--- config.mk ---
export PLATFORM = sky130hd
export DESIGN_NAME = rs_pool
export DESIGN_NICKNAME = d
export VERILOG_FILES = /design/src/rtl/rs_pkg.sv /design/src/rtl/rs_pick.sv /design/src/rtl/rs_entry.sv /design/src/rtl/rs_pool.sv
export SDC_FILE = /design/constraint.sdc
export NUM_CORES = 1
export LEC_CHECK = 0
export ABC_CLOCK_PERIOD_IN_PS = 2190
export BUFFER_PORTS_ARGS = -buffer_cell sky130_fd_sc_hd__buf_2
export CORE_AREA = 4 4 132 134
export DETAILED_ROUTE_END_ITERATION = 8
export DIE_AREA = 0 0 136 138
export PLACE_DENSITY_LB_ADDON = 0.08
export SYNTH_ARGS = -nofsm -noshare
export SYNTH_HDL_FRONTEND = slang
export SYNTH_SLANG_ARGS = --single-unit
--- constraint.sdc ---
create_clock -name clk -period 2.19 [get_ports clk]
set_clock_uncertainty 0.15 [all_clocks]
set_input_delay 0 -clock clk [delete_from_list [all_inputs] [get_ports clk]]
set_output_delay 0 -clock clk [all_outputs]
set_load 0.02 [all_outputs]
--- src/rtl/rs_pkg.sv ---
package rs_pkg;

  typedef enum logic [1:0] {
    ENT_FREE = 2'd0,
    ENT_HELD = 2'd1,
    ENT_SENT = 2'd2
  } ent_state_e;

  function automatic logic opnd_usable(input logic ok, input logic fresh);
    return ok && !fresh;
  endfunction

  function automatic logic tag_hit(input logic bus_v, input logic waiting,
                                   input logic [15:0] bus_tag, input logic [15:0] wait_tag);
    return bus_v && waiting && (bus_tag == wait_tag);
  endfunction

endpackage

--- src/rtl/rs_pick.sv ---
module rs_pick #(
  parameter int N     = 2,
  parameter int IDX_W = 1
) (
  input  logic [N-1:0]     req,
  output logic [N-1:0]     gnt,
  output logic [IDX_W-1:0] idx,
  output logic             any
);
  always_comb begin
    gnt = '0;
    idx = '0;
    any = 1'b0;
    for (int i = 0; i < N; i++) begin
      if (req[i] && !any) begin
        gnt[i] = 1'b1;
        idx    = IDX_W'(i);
        any    = 1'b1;
      end
    end
  end
endmodule

--- src/rtl/rs_entry.sv ---
module rs_entry
  import rs_pkg::*;
#(
  parameter int              DATA_W = 32,
  parameter int              TAG_W  = 3,
  parameter int              OP_W   = 4,
  parameter logic [TAG_W-1:0] MY_TAG = '0
) (
  input  logic              clk,
  input  logic              rst_n,
  input  logic              alloc,
  input  logic [OP_W-1:0]   iss_op,
  input  logic              iss_j_pend,
  input  logic [DATA_W-1:0] iss_j_val,
  input  logic [TAG_W-1:0]  iss_j_tag,
  input  logic              iss_k_pend,
  input  logic [DATA_W-1:0] iss_k_val,
  input  logic [TAG_W-1:0]  iss_k_tag,
  input  logic              cdb_valid,
  input  logic [TAG_W-1:0]  cdb_tag,
  input  logic [DATA_W-1:0] cdb_data,
  input  logic              grant,
  output logic              busy,
  output logic              ready,
  output logic              cap,
  output logic [OP_W-1:0]   op,
  output logic [DATA_W-1:0] vj,
  output logic [DATA_W-1:0] vk
);
  ent_state_e        st_q;
  logic [OP_W-1:0]   op_q;
  logic              j_ok, j_fr, k_ok, k_fr;
  logic [TAG_W-1:0]  j_tag, k_tag;
  logic [DATA_W-1:0] j_val, k_val;

  logic j_hit, k_hit, ji_hit, ki_hit, own_bcast;

  assign j_hit  = (st_q == ENT_HELD) &&
                  tag_hit(cdb_valid, !j_ok, 16'(cdb_tag), 16'(j_tag));
  assign k_hit  = (st_q == ENT_HELD) &&
                  tag_hit(cdb_valid, !k_ok, 16'(cdb_tag), 16'(k_tag));
  assign ji_hit = tag_hit(cdb_valid, iss_j_pend, 16'(cdb_tag), 16'(iss_j_tag));
  assign ki_hit = tag_hit(cdb_valid, iss_k_pend, 16'(cdb_tag), 16'(iss_k_tag));
  assign own_bcast = cdb_valid && (cdb_tag == MY_TAG);

  always_ff @(posedge clk) begin
    if (!rst_n) begin
      st_q  <= ENT_FREE;
      op_q  <= '0;
      j_ok  <= 1'b0;
      j_fr  <= 1'b0;
      k_ok  <= 1'b0;
      k_fr  <= 1'b0;
      j_tag <= '0;
      k_tag <= '0;
      j_val <= '0;
      k_val <= '0;
    end else begin
      j_fr <= 1'b0;
      k_fr <= 1'b0;
      case (st_q)
        ENT_FREE: begin
          if (alloc) begin
            st_q  <= ENT_HELD;
            op_q  <= iss_op;
            j_ok  <= !iss_j_pend || ji_hit;
            j_fr  <= ji_hit;
            j_tag <= iss_j_tag;
            j_val <= iss_j_pend ? cdb_data : iss_j_val;
            k_ok  <= !iss_k_pend || ki_hit;
            k_fr  <= ki_hit;
            k_tag <= iss_k_tag;
            k_val <= iss_k_pend ? cdb_data : iss_k_val;
          end
        end
        ENT_HELD: begin
          if (j_hit) begin
            j_ok  <= 1'b1;
            j_fr  <= 1'b1;
            j_val <= cdb_data;
          end
          if (k_hit) begin
            k_ok  <= 1'b1;
            k_fr  <= 1'b1;
            k_val <= cdb_data;
          end
          if (grant) st_q <= ENT_SENT;
        end
        ENT_SENT: begin
          if (own_bcast) st_q <= ENT_FREE;
        end
        default: st_q <= ENT_FREE;
      endcase
    end
  end

  assign busy  = (st_q != ENT_FREE);
  assign ready = (st_q == ENT_HELD) && opnd_usable(j_ok, j_fr) && opnd_usable(k_ok, k_fr);
  assign cap   = j_hit || k_hit || (alloc && (st_q == ENT_FREE) && (ji_hit || ki_hit));
  assign op    = op_q;
  assign vj    = j_val;
  assign vk    = k_val;
endmodule

--- src/rtl/rs_pool.sv ---
module rs_pool #(
  parameter int NUM_ENT  = 2,
  parameter int DATA_W   = 32,
  parameter int TAG_W    = 3,
  parameter int OP_W     = 4,
  parameter int BASE_TAG = 2,
  localparam int SLOT_W  = (NUM_ENT > 1) ? $clog2(NUM_ENT) : 1
) (
  input  logic              clk,
  input  logic              rst_n,
  input  logic              iss_valid,
  input  logic [OP_W-1:0]   iss_op,
  input  logic              iss_j_pend,
  input  logic [DATA_W-1:0] iss_j_val,
  input  logic [TAG_W-1:0]  iss_j_tag,
  input  logic              iss_k_pend,
  input  logic [DATA_W-1:0] iss_k_val,
  input  logic [TAG_W-1:0]  iss_k_tag,
  output logic              iss_ready,
  output logic [SLOT_W-1:0] iss_slot,
  input  logic              cdb_valid,
  input  logic [TAG_W-1:0]  cdb_tag,
  input  logic [DATA_W-1:0] cdb_data,
  output logic              disp_valid,
  output logic [SLOT_W-1:0] disp_slot,
  output logic [OP_W-1:0]   disp_op,
  output logic [DATA_W-1:0] disp_j,
  output logic [DATA_W-1:0] disp_k
);
  logic [NUM_ENT-1:0] busy_vec, free_vec, free_gnt, alloc_vec;
  logic [NUM_ENT-1:0] rdy_vec, grant_vec, cap_vec;
  logic [OP_W-1:0]    op_arr [NUM_ENT];
  logic [DATA_W-1:0]  vj_arr [NUM_ENT];
  logic [DATA_W-1:0]  vk_arr [NUM_ENT];

  assign free_vec  = ~busy_vec;
  assign alloc_vec = free_gnt & {NUM_ENT{iss_valid}};

  rs_pick #(.N(NUM_ENT), .IDX_W(SLOT_W)) u_free_pick (
    .req(free_vec), .gnt(free_gnt), .idx(iss_slot), .any(iss_ready)
  );

  rs_pick #(.N(NUM_ENT), .IDX_W(SLOT_W)) u_disp_pick (
    .req(rdy_vec), .gnt(grant_vec), .idx(disp_slot), .any(disp_valid)
  );

  for (genvar g = 0; g < NUM_ENT; g++) begin : g_ent
    localparam logic [TAG_W-1:0] ENT_TAG = TAG_W'(BASE_TAG + g);
    rs_entry #(.DATA_W(DATA_W), .TAG_W(TAG_W), .OP_W(OP_W), .MY_TAG(ENT_TAG)) u_ent (
      .clk(clk), .rst_n(rst_n), .alloc(alloc_vec[g]),
      .iss_op(iss_op),
      .iss_j_pend(iss_j_pend), .iss_j_val(iss_j_val), .iss_j_tag(iss_j_tag),
      .iss_k_pend(iss_k_pend), .iss_k_val(iss_k_val), .iss_k_tag(iss_k_tag),
      .cdb_valid(cdb_valid), .cdb_tag(cdb_tag), .cdb_data(cdb_data),
      .grant(grant_vec[g]),
      .busy(busy_vec[g]), .ready(rdy_vec[g]), .cap(cap_vec[g]),
      .op(op_arr[g]), .vj(vj_arr[g]), .vk(vk_arr[g])
    );
  end

  assign disp_op = op_arr[disp_slot];
  assign disp_j  = vj_arr[disp_slot];
  assign disp_k  = vk_arr[disp_slot];
endmodule

### Word-level counts from Yosys, hierarchy flattened

Index checks and enable logic that the tools add are counted.

* register bits after elaboration: 160
* bits of input ports: 115
* output and inout bits: 72
* word-level logic and storage cells: 163

* $lt $le $gt $ge: 1
* eq/ne operators: 22
* muxes and demuxes: 61
* bitwise logic cells: 3
* reductions and logical operators: 56

Operators by type and width (number)
* two-way mux 32 bit: 16
* one-hot mux 32 bit (2 select lines): 4
* logical AND 1 bit: 28
* two-way mux 1 bit: 22
* == test 3 bit: 6
* AND reduction 3 bit: 6
* one-hot mux 1 bit (2 select lines): 8
* inequality test 2 x 1 -> 1 bit (second input constant): 7
* logical NOT 1 bit: 12
* two-way mux 2 bit: 6
* two-way mux 4 bit: 3
* one-hot mux 2 bit (3 select lines): 2
* nonzero test 2 bit: 4
* == test 3 x 2 -> 1 bit (second input constant): 2
* inequality test 2 bit (second input constant): 3
* == test 2 x 1 -> 1 bit (second input constant): 2
* == test 2 bit (second input constant): 2
* logical NOT 2 bit: 2
* AND reduction 2 bit: 2
* AND 2 bit: 1
* >= comparator 2 bit (second input constant): 1
* logical OR 1 bit: 2
* NOT 1 -> 2 bit: 1
* NOT 2 bit: 1

### Longest topological paths before layout

Gate-level depths: netlist (run 1).

* depth in word-level cells: 12
* mapped depth: 7
* depth with buffers taken out: 4

### By module

Synthesis (run 1) repeated with hierarchy kept, for this count alone.

* cells, all modules: 862
* area, all modules: 8249.2 um^2

By module, submodules not included
* rs_entry at g_ent[0].u_ent: instances 1, cells each 387, area an instance 3631.0 um^2
* rs_entry at g_ent[1].u_ent: instances 1, cells each 387, area an instance 3629.7 um^2
* rs_pool: instances 1, cells each 80, area an instance 933.4 um^2
* rs_pick: instances 2, cells each 4, area an instance 27.5 um^2

### Least setup slack after synthesis (run 1)

Ideal clock, no wire load.

* path type: flip-flop to output port
* from: register g_ent[1].u_ent.st_q[0]
* to: output port disp_k[23]
* arrival: 1.596 ns
* data required time: 2.040 ns
* setup slack: 0.444 ns
* cell stages (with the launch flop): 6
* cell sequence: dfxtp_1 > and2b_1 > nand4_1 > nor2_2 > buf_4 > mux2_2

* word-level cells in the longest chain between the ends: 9

Ends and longest elaborated chain
* start: declaration: line rs_entry.sv:30 `ent_state_e st_q;`
* start signal: assignment: line rs_entry.sv:48 `st_q <= ENT_FREE;`
* start signal: assignment: line rs_entry.sv:64 `st_q <= ENT_HELD;`
* start signal: assignment: line rs_entry.sv:87 `if (grant) st_q <= ENT_SENT;`
* == test 2 x 1 -> 1 bit: line rs_entry.sv:98 `assign ready = (st_q == ENT_HELD) && opnd_usable(j_ok, j_fr) && opnd_usable(k_ok, k_fr);`
* logical AND 1 bit (2 in a row): line rs_entry.sv:98
* logical AND 1 bit: line rs_pick.sv:15 `if (req[i] && !any) begin`
* two-way mux 1 bit: line rs_pick.sv:15
* via disp_slot: line rs_pool.sv:25 `output logic [SLOT_W-1:0] disp_slot,`
* NOT 1 -> 2 bit (not written as such): line rs_pool.sv:63 `assign disp_k = vk_arr[disp_slot];`
* two-way mux 32 bit (not written as such) (3 in a row): line rs_pool.sv:63
* end: declaration: line rs_pool.sv:28 `output logic [DATA_W-1:0] disp_k`

The timed path passes the listed nets, and every way through them passes these cells. The select of a mux whose other input is x is not followed.

### Worst setup path after layout (run 1)

* from: register g_ent[1].u_ent.st_q[1]
* to: output port disp_j[27]

* word-level cells in the longest chain between the ends: 9

Ends and longest elaborated chain
* == test 2 x 1 -> 1 bit: line rs_entry.sv:98
* logical AND 1 bit (2 in a row): line rs_entry.sv:98
* logical AND 1 bit: line rs_pick.sv:15
* two-way mux 1 bit: line rs_pick.sv:15
* NOT 1 -> 2 bit (not written as such): line rs_pool.sv:62 `assign disp_j = vj_arr[disp_slot];`
* two-way mux 32 bit (not written as such) (3 in a row): line rs_pool.sv:62
* end: declaration: line rs_pool.sv:27 `output logic [DATA_W-1:0] disp_j,`

No other way between the ends. The select of a mux whose other input is x is not followed.

==> results of run 1 <==
[state kept, by name, summed over array words and instances, names as in the netlist]
register / cells
g_ent.u_ent.j_fr: 2
g_ent.u_ent.k_fr: 2
g_ent.u_ent.k_tag: 6
g_ent.u_ent.j_ok: 2
g_ent.u_ent.vj: 64
g_ent.u_ent.k_ok: 2
g_ent.u_ent.vk: 64
g_ent.u_ent.j_tag: 6
g_ent.u_ent.op: 8
g_ent.u_ent.st_q: 4
[critical path, stage by stage, from the launching register on]
cell and delay, ns:
sky130_fd_sc_hd__dfxtp_4 0.34, sky130_fd_sc_hd__and2b_1 0.22, sky130_fd_sc_hd__nand4_1 0.18, sky130_fd_sc_hd__nor2_4 0.18
sky130_fd_sc_hd__buf_12 0.17, sky130_fd_sc_hd__buf_12 0.16, sky130_fd_sc_hd__mux2_2 0.35, sky130_fd_sc_hd__buf_2 0.16
[cell type report]
cell class	instances	area (um^2)	share of cell area [%]
Clock buffer	24	512	4.44
Clock inverter	6	55.1	0.477
Multi-Input combinational cell	594	4610	39.9
Sequential cell	160	3220	27.9
Tap cell	220	275	2.39
Timing Repair Buffer	346	2870	24.9
[synthesized netlist by cell type, types with 3 or more instances]
master                      number  share of area [%]
sky130_fd_sc_hd__nor3_1          4               0.25
sky130_fd_sc_hd__nor4_1          4               0.31
sky130_fd_sc_hd__mux2i_1       128                 16
sky130_fd_sc_hd__o21ai_0        25                1.6
sky130_fd_sc_hd__mux2_2         63                8.8
sky130_fd_sc_hd__a21boi_0       21                2.0
sky130_fd_sc_hd__o31ai_1        64                6.0
sky130_fd_sc_hd__xor2_1         18                2.0
sky130_fd_sc_hd__nor2_1         11               0.51
sky130_fd_sc_hd__clkbuf_1       27                1.3
sky130_fd_sc_hd__nand4bb_1       4               0.56
sky130_fd_sc_hd__nand2_1        44                2.1
sky130_fd_sc_hd__buf_6           4               0.56
sky130_fd_sc_hd__buf_2          42                2.6
sky130_fd_sc_hd__mux2_1          5               0.70
sky130_fd_sc_hd__nor2_2          3               0.23
sky130_fd_sc_hd__o21ai_1        40                2.5
sky130_fd_sc_hd__dfxtp_1       160                 40
sky130_fd_sc_hd__buf_4           7               0.66
sky130_fd_sc_hd__a21oi_1       132                8.2
sky130_fd_sc_hd__nand2b_1        5               0.39
[where the power goes]
group	leakage (nW)	switching [mW]	total (mW)	internal (mW)
clock	0.287	1.16	2.88	1.72
sequential	1.32	0.144	3.31	3.16
combinational	3.57	0.949	1.84	0.886
total	5.17	2.25	8.03	5.77
[routing by layer]
| metal | GRT usage, % | wire, um | vias to the layer above |
|---|---|---|---|
| li1 | - | - | 3659 |
| met1 | 36.0 | 11500 | 3581 |
| met2 | 43.5 | 12700 | 299 |
| met3 | 4.83 | 1650 | 54 |
| met4 | 8.44 | 621 | 0 |
| met5 | 0 | 0 | - |
[cells by family (layout without fill, tap and decap cells)]
group           count (synthesis)  after routing  share of synthesized area (%)
buf+inv                        80            376                           5.10
mux                           196            196                           25.5
flops                         160            160                           39.9
compound gates                291            291                           21.5
xor+xnor                       18             18                           1.97
simple gates                   89             89                           5.94
[worst min path at each step]
stage | slack (ns) | from | endpoint | cells past startpoint
2_1_floorplan | -0.005 | iss_op[0] | g_ent[0].u_ent.op[0] | 2
3_3_place_gp | 0.12 | iss_op[1] | g_ent[1].u_ent.op[1] | 3
3_5_place_dp | 0.12 | iss_op[1] | g_ent[0].u_ent.op[1] | 3
4_1_cts | 0.06 | cdb_tag[2] | g_ent[1].u_ent.st_q[1] | 4
5_1_grt | 0.1 | cdb_tag[2] | g_ent[1].u_ent.st_q[1] | 4
6_report | 0.06 | cdb_tag[2] | g_ent[1].u_ent.st_q[1] | 4
[per-stage QoR]
stage               cell area (um^2)  TNS (ns)  utilization (%)  std cells
detailed placement              9200         0             56.5       1189
global route                   11500    -13.77             70.8       1350
global placement                9200         0             56.5       1189
floorplan                       8020         0                -        834
CTS                            11200     -6.08             69.0       1346
finish                         11500     -8.33             70.8       1350
[timing repair]
item / in CTS / in global routing
pin swaps: 2 / 1
gates cloned: 3 / 4
endpoints found under the setup margin: 68 / 73
hold buffers: 115 / 0
endpoints found under the hold margin: 160 / 0
buffers inserted: 9 / 3
gates resized for setup: 51 / 80
==> impl_metrics.ini, run 1 <==
[synth]
synth_top_flop_cell = sky130_fd_sc_hd__dfxtp_1
synth-async-reset-ratio_pct = 0
yosys_warns = 0
synth.distinct_cells = 38
syn_std_cell_area_mm2 = 0.00802
post_synth_inst_count = 834
synth_enable_flop_cells = 0
synth-seq-cells = 160
synth_sequential_area_ratio_pct = 39.9
syn_area_per_cell_um2 = 9.62
synth_fp_nets = 949

[pwr]
finalPower_mw = 8.03
vdd.ir_drop.worst_v = 0.000570
power.static_leakage_nw = 5.17
power-per-cell-area_mw_per_mm2 = 696

[sta]
hold-worst-slack_ns = 0.0604
setup_violations = 68
final.setup.worst_slack_ns = -0.171
setup_repair_after_global_routing_missed_its_margin = true
layout_min_cycle_time_ns = 2.36
final-max-slew-violation-count = 0
post-route-period-util_pct = 108
worst_slew_pin_slew_ns = 0.744
finalHoldViolations = 0
timing.slew.headroom_pct = 50.0
timing.fmax_mhz = 423

[grt]
first_pass_grt_wire_length_um = 40300
grt_start_max_net_pins = 70
first_global_vias = 7648
sum_of_overflow_across_all_layers_after_global_routing = 0
grt_overall_usage_pct = 26.7
initial_antenna_violation_count = 0

[die]
fp.coreArea_mm2 = 0.0163
initial_core_util_pct = 49.2
core.rowCount = 47
num_io_pins = 187
die_area_mm2 = 0.0188
die_x_um = 136
die_height_um = 138

[setup_path]
start_kind = register
register_to_register_setup_slack_ns = 0.11
rr_startpoint = g_ent[0].u_ent.st_q[0]
critical_path_required_ns = 2.04
critical_path.endpoint_type = output port
startpoint = g_ent[1].u_ent.st_q[1]
critPathCapture = disp_j[27]
critPathMaxFanout = 10
data_arrival_time_of_the_critical_path_ns = 2.21
reg2reg_to = g_ent[0].u_ent.vj[24]
timing.setup.critical_path_class = reg -> out
worstRegToRegCells = 7

[clocking]
clk-insertion-delay-late_ns = 0.42
cts.root.buffer_cell = sky130_fd_sc_hd__clkbuf_16
cts_inserted_buffers = 17
tritoncts = done
clkTransAtPathRegs_ns = 0.06
cts.path.max_buffers = 2
h-tree-depth = 4
clock-sinks = 160

[layout]
num-nets-final = 1234
nFillCells = 1256
antennaDiodeCount = 0
drive_gt1_share_pct = 30.2
final_common_cell = sky130_fd_sc_hd__dfxtp_1
p_r_area_growth_vs_syn_pct = 43.9
layout_common_cells = sky130_fd_sc_hd__dfxtp_1 (156), sky130_fd_sc_hd__buf_2 (145), sky130_fd_sc_hd__a21oi_1 (132)

[place]
finalWeightedCongestion = 0.818
place.port_buffers = 186
place.detailed.hpwl_um = 15600
pre_cts_ws_ns = 0.254

[detailed_routing]
drc = 0
vias = 7593
viasPerCell = 5.62
drt.antenna.violating_nets = 0
detailedRoute.firstIterationViolations = 557
routedWlPerCell_um = 19.7
postRouteWirelength_um = 26600
detailedRoute.firstPassIterationCount = 5

[status]
status = finished with violations
violations_in_the_final_reports = negative setup slack

[run]
timing.max_cap.violations = 0

[worst_hold_path]
hold_class = in -> reg
No activity file was read; power rests on OpenSTA's default activity.
==> run 2: changes to the inputs <==
--- a/config.mk
+++ b/config.mk
@@ -6,7 +6,7 @@
 export NUM_CORES = 1
 export LEC_CHECK = 0
 export ABC_CLOCK_PERIOD_IN_PS = 2190
-export BUFFER_PORTS_ARGS = -buffer_cell sky130_fd_sc_hd__buf_2
+export BUFFER_PORTS_ARGS = -buffer_cell sky130_fd_sc_hd__clkbuf_2
 export CORE_AREA = 4 4 132 134
 export DETAILED_ROUTE_END_ITERATION = 8
 export DIE_AREA = 0 0 136 138
==> run 2 against run 1 <==
  * Largest cell class unchanged
  * Critical path depth unchanged
  * Global-route usage grew 0.21 points
  * Via count fell by 0.34%
  * The run still ends with negative setup slack left
  * Power about the same
  * Sequential share of layout area is 0.067 points higher
  * Critical path type unchanged
==> impl_metrics.ini, run 2 (synthesis gave the netlist of run 1 again) <==
[status]
status = finished with violations
violations_in_the_final_reports = negative setup slack

[detailed_routing]
detailedRoute.firstIterationViolations = 414
detailedRoute.firstPassIterationCount = 5
postRouteWirelength_um = 25900
routedWlPerCell_um = 19.0
drc = 0
viasPerCell = 5.54
drt.antenna.violating_nets = 0
vias = 7567

[setup_path]
cp.buffers_inverters = 3
crit_path_cell_trace = and2b_1 -> nand4_1 -> nor2_4 -> buf_12 -> buf_12 -> mux2_2 -> buf_2
cp_slowest_cell = sky130_fd_sc_hd__mux2_2
cp_common_cell = sky130_fd_sc_hd__buf_12
timing.setup.critical_path_class = reg -> out
start_kind = register
data_arrival_time_of_the_critical_path_ns = 2.17
critPathMaxFanout = 13
critical-path-max-stage-delay_ns = 0.35
critical_path_required_ns = 2.04
worst_path_dominant_cell_family = simple AND/OR/NAND/NOR gates
critical_path.endpoint_type = output port

[sta]
hold-worst-slack_ns = 0.0861
setup_repair_after_global_routing_missed_its_margin = true
layout_min_cycle_time_ns = 2.32
timing.fmax_mhz = 432
final-max-slew-violation-count = 0
finalHoldViolations = 0
worst_slew_pin_slew_ns = 0.745
setup_violations = 65
post-route-period-util_pct = 106
final.setup.worst_slack_ns = -0.127
timing.slew.headroom_pct = 49.9

[die]
die_height_um = 138
num_io_pins = 187
core.rowCount = 47
die_area_mm2 = 0.0188
fp.coreArea_mm2 = 0.0163
initial_core_util_pct = 49.2
die_x_um = 136

[layout]
layout_common_cells = sky130_fd_sc_hd__dfxtp_1 (156), sky130_fd_sc_hd__clkbuf_2 (135), sky130_fd_sc_hd__a21oi_1 (132)
num-nets-final = 1249
nFillCells = 1260
multi_input_comb_area_mm2 = 0.00451
fin_area_mm2 = 0.0115
finish.cell_count_without_fillers = 1365
drive_gt1_share_pct = 29.8
final_common_cell = sky130_fd_sc_hd__dfxtp_1
seqCellArea_mm2 = 0.00322
antennaDiodeCount = 0
p_r_area_growth_vs_syn_pct = 43.5

[place]
pre_cts_ws_ns = 0.241
placed_cells_incl_taps = 1196
finalWeightedCongestion = 0.786
place.port_buffers = 186
placedInstanceArea_mm2 = 0.00929
place.detailed.hpwl_um = 15600

[grt]
first_global_vias = 7730
initial_antenna_violation_count = 0
grt_start_max_net_pins = 92
sum_of_overflow_across_all_layers_after_global_routing = 0
grt_overall_usage_pct = 27.0
first_pass_grt_wire_length_um = 40600

[worst_hold_path]
hold_class = in -> reg

[clocking]
cts.root.buffer_cell = sky130_fd_sc_hd__clkbuf_16
cts_inserted_buffers = 17
clock-sinks = 160
clkTransAtPathRegs_ns = 0.06
tritoncts = done
h-tree-depth = 4
cts.path.max_buffers = 2
clk-insertion-delay-late_ns = 0.43

[pwr]
power.static_leakage_nw = 5.19
power-per-cell-area_mw_per_mm2 = 698
vdd.ir_drop.worst_v = 0.000584

[run]
timing.max_cap.violations = 0
[run 2: cell types whose count changed in the layout (fill, tap and decap cells not counted), moves of 3 or more]
cell                            change
sky130_fd_sc_hd__buf_4              +3
sky130_fd_sc_hd__dlygate4sd3_1     +14
sky130_fd_sc_hd__buf_6             -30
sky130_fd_sc_hd__clkbuf_8           +8
sky130_fd_sc_hd__mux2_4            -23
sky130_fd_sc_hd__buf_2            -118
sky130_fd_sc_hd__buf_8              +3
sky130_fd_sc_hd__mux2_2            +23
sky130_fd_sc_hd__clkbuf_2         +135
[run 2: repair_timing]
item | 4_1_cts | 5_1_grt
cloned | 1 | 1
hold buffers | 129 | 0
pin swaps | 0 | 1
endpoints found under the setup margin | 68 | 76
gates resized for setup | 43 | 70
hold endpoints to repair | 156 | 0
buffers inserted | 7 | 2
[run 2: layout make-up]
| class | count | area share [%] |
|---|---|---|
| repair buffers | 361 | 25.5 |
| clock buffers | 25 | 4.48 |
| multi-input cells | 594 | 39.2 |
| clock inverters | 5 | 0.457 |
| flip-flops and latches | 160 | 27.9 |
| well taps | 220 | 2.39 |
[run 2: final timing paths]
check                                             from                endpoint  slack [ns]  cells past startpoint
worst max register to register  g_ent[0].u_ent.st_q[0]   g_ent[0].u_ent.vj[11]        0.05                      7
worst min-delay path                        cdb_tag[0]  g_ent[0].u_ent.st_q[1]        0.09                      4
worst max-delay path            g_ent[1].u_ent.st_q[1]               disp_j[0]       -0.13                      7
worst min register to register    g_ent[1].u_ent.op[0]    g_ent[1].u_ent.op[0]        0.32                      2
[run 2: worst min-delay path: stages]
cell and delay, ns:
sky130_fd_sc_hd__clkbuf_2 0.22, sky130_fd_sc_hd__nor3_1 0.10, sky130_fd_sc_hd__nor3b_1 0.16, sky130_fd_sc_hd__o21a_1 0.14
[run 2: per-layer routing]
| layer | up-vias | share of wire, % | GRT usage, % |
|---|---|---|---|
| met5 | - | 0 | 0 |
| met4 | 0 | 1.7 | 7.59 |
| met3 | 29 | 4.8 | 5.74 |
| met2 | 252 | 48 | 44.0 |
| met1 | 3606 | 46 | 36.1 |
| li1 | 3680 | - | - |
[run 2: power breakdown]
part	switching (mW)	internal, mW	leakage, nW
logic	0.953	0.880	3.59
registers	0.139	3.16	1.32
clock network	1.17	1.73	0.281
[run 2: through the flow]
stage | utilization, % | total power [mW] | setup TNS (ns)
final | 70.7 | 8.03 | -5.78
after global routing | 70.7 | 8.36 | -9.56
after CTS | 69.9 | 8.00 | -5.19
after detailed placement | 57.0 | 4.87 | 0
after global placement | 57.0 | 4.87 | 0
after floorplan | - | 4.33 | 0
==> run 3: changes to the inputs <==
--- a/config.mk
+++ b/config.mk
@@ -11,6 +11,7 @@
 export DETAILED_ROUTE_END_ITERATION = 8
 export DIE_AREA = 0 0 136 138
 export PLACE_DENSITY_LB_ADDON = 0.08
+export REMOVE_ABC_BUFFERS = 1
 export SYNTH_ARGS = -nofsm -noshare
 export SYNTH_HDL_FRONTEND = slang
 export SYNTH_SLANG_ARGS = --single-unit
==> run 3 against run 2 <==
  * Cell area grew 5.3%
  * Sequential cell count is the same
  * The run still ends with negative setup slack left
  * Largest cell class unchanged
  * Critical endpoint is now disp_j[25]
  * Power grew 5.6%
==> impl_metrics.ini, run 3 (synthesis gave the netlist of run 1 again) <==
[detailed_routing]
drt.antenna.violating_nets = 0
detailedRoute.firstIterationViolations = 497
drc = 0
detailedRoute.firstPassIterationCount = 5
viasPerCell = 5.60
routedWlPerCell_um = 20.3
vias = 7822
postRouteWirelength_um = 28300

[layout]
layout_common_cells = sky130_fd_sc_hd__dfxtp_1 (157), sky130_fd_sc_hd__clkbuf_2 (141), sky130_fd_sc_hd__a21oi_1 (132)
p_r_area_growth_vs_syn_pct = 51.1
finalCoreUtilization_pct = 74.4
final_common_cell = sky130_fd_sc_hd__dfxtp_1
drive_gt1_share_pct = 32.7
antennaDiodeCount = 0
num-nets-final = 1279

[sta]
setup_violations = 68
finalHoldViolations = 0
timing.slew.headroom_pct = 58.0
hold-worst-slack_ns = 0.0284
timing.fmax_mhz = 432
post-route-period-util_pct = 106
worst_slew_pin_slew_ns = 0.624
setup_repair_after_global_routing_missed_its_margin = true
final-max-slew-violation-count = 0
layout_min_cycle_time_ns = 2.32
final.setup.worst_slack_ns = -0.127

[setup_path]
critPathMaxFanout = 10
data_arrival_time_of_the_critical_path_ns = 2.17
critical_path.endpoint_type = output port
timing.setup.critical_path_class = reg -> out
critical_path_required_ns = 2.04
start_kind = register

[grt]
initial_antenna_violation_count = 0
grt_overall_usage_pct = 27.4
first_global_vias = 7874
first_pass_grt_wire_length_um = 41400
grt_start_max_net_pins = 66
sum_of_overflow_across_all_layers_after_global_routing = 0

[run]
timing.max_cap.violations = 0

[clocking]
cts.path.max_buffers = 2
h-tree-depth = 4
tritoncts = done
clock-sinks = 160
clkTransAtPathRegs_ns = 0.06
cts.root.buffer_cell = sky130_fd_sc_hd__clkbuf_16
cts_inserted_buffers = 17
clk-insertion-delay-late_ns = 0.43

[place]
place.detailed.hpwl_um = 15700
finalWeightedCongestion = 0.821
place.port_buffers = 186

[pwr]
power-per-cell-area_mw_per_mm2 = 699
vdd.ir_drop.worst_v = 0.000563
power.static_leakage_nw = 5.47

[die]
num_io_pins = 187
die_x_um = 136
die_height_um = 138
die_area_mm2 = 0.0188
fp.coreArea_mm2 = 0.0163
initial_core_util_pct = 49.2
core.rowCount = 47

[status]
status = finished with violations
violations_in_the_final_reports = negative setup slack

[worst_hold_path]
hold_class = in -> reg
run 3: per-stage QoR:
step                      cells  TNS, ns  area (um^2)  setup slack [ns]  power [mW]
final                      1397    -4.48        12100            -0.127        8.48
after global routing       1397   -10.57        12100            -0.221        8.78
after CTS                  1372    -8.15        11400            -0.160        8.24
after detailed placement   1197        0         9300             0.230        4.90
after global placement     1197        0         9300             0.262        4.89
after floorplan             754  -255.99         7610             -1.77        4.25
run 3: worst max-delay path: stages, from the launching register on:
cell,delay [ns]
sky130_fd_sc_hd__dfxtp_2,0.31
sky130_fd_sc_hd__and2b_1,0.21
sky130_fd_sc_hd__nand4_1,0.17
sky130_fd_sc_hd__nor2_4,0.18
sky130_fd_sc_hd__buf_4,0.17
sky130_fd_sc_hd__clkbuf_16,0.17
sky130_fd_sc_hd__mux2_2,0.35
sky130_fd_sc_hd__clkbuf_2,0.16
run 3: cell type report:
class                   count  area (um^2)
repair buffers            391         3400
clock inverters            12          158
clock buffers              20          467
flip-flops and latches    160         3210
multi-input cells         594         4610
well taps                 220          275
fillers                  1153         4170
run 3: timing repair:
item,CTS,global route
buffers inserted,6,30
hold endpoints to repair,154,0
endpoints found under the setup margin,68,91
cloned,3,8
pin swaps,2,3
resized for setup,13,165
hold buffers,134,0
run 3: final timing paths:
| check | startpoint | endpoint | slack (ns) | cells after the start |
|---|---|---|---|---|
| setup / recovery | g_ent[1].u_ent.st_q[1] | disp_j[25] | -0.13 | 7 |
| hold / removal | cdb_valid | g_ent[0].u_ent.k_fr | 0.03 | 5 |
| setup reg to reg | g_ent[1].u_ent.st_q[1] | g_ent[1].u_ent.vj[0] | 0.05 | 7 |
| hold reg to reg | g_ent[1].u_ent.op[3] | g_ent[1].u_ent.op[3] | 0.32 | 2 |
run 3: metal layers:
metal | up-vias | share of wire, % | track usage [%]
li1 | 3738 | - | -
met1 | 3746 | 43 | 37.4
met2 | 303 | 48 | 44.3
met3 | 35 | 6.6 | 5.52
met4 | 0 | 1.8 | 7.16
met5 | - | 0 | 0
run 3: power by group:
group,switching [mW],total (mW),internal [mW]
combinational,1.02,2.02,1.01
clock,1.26,3.16,1.89
sequential,0.140,3.30,3.16
total,2.42,8.48,6.06
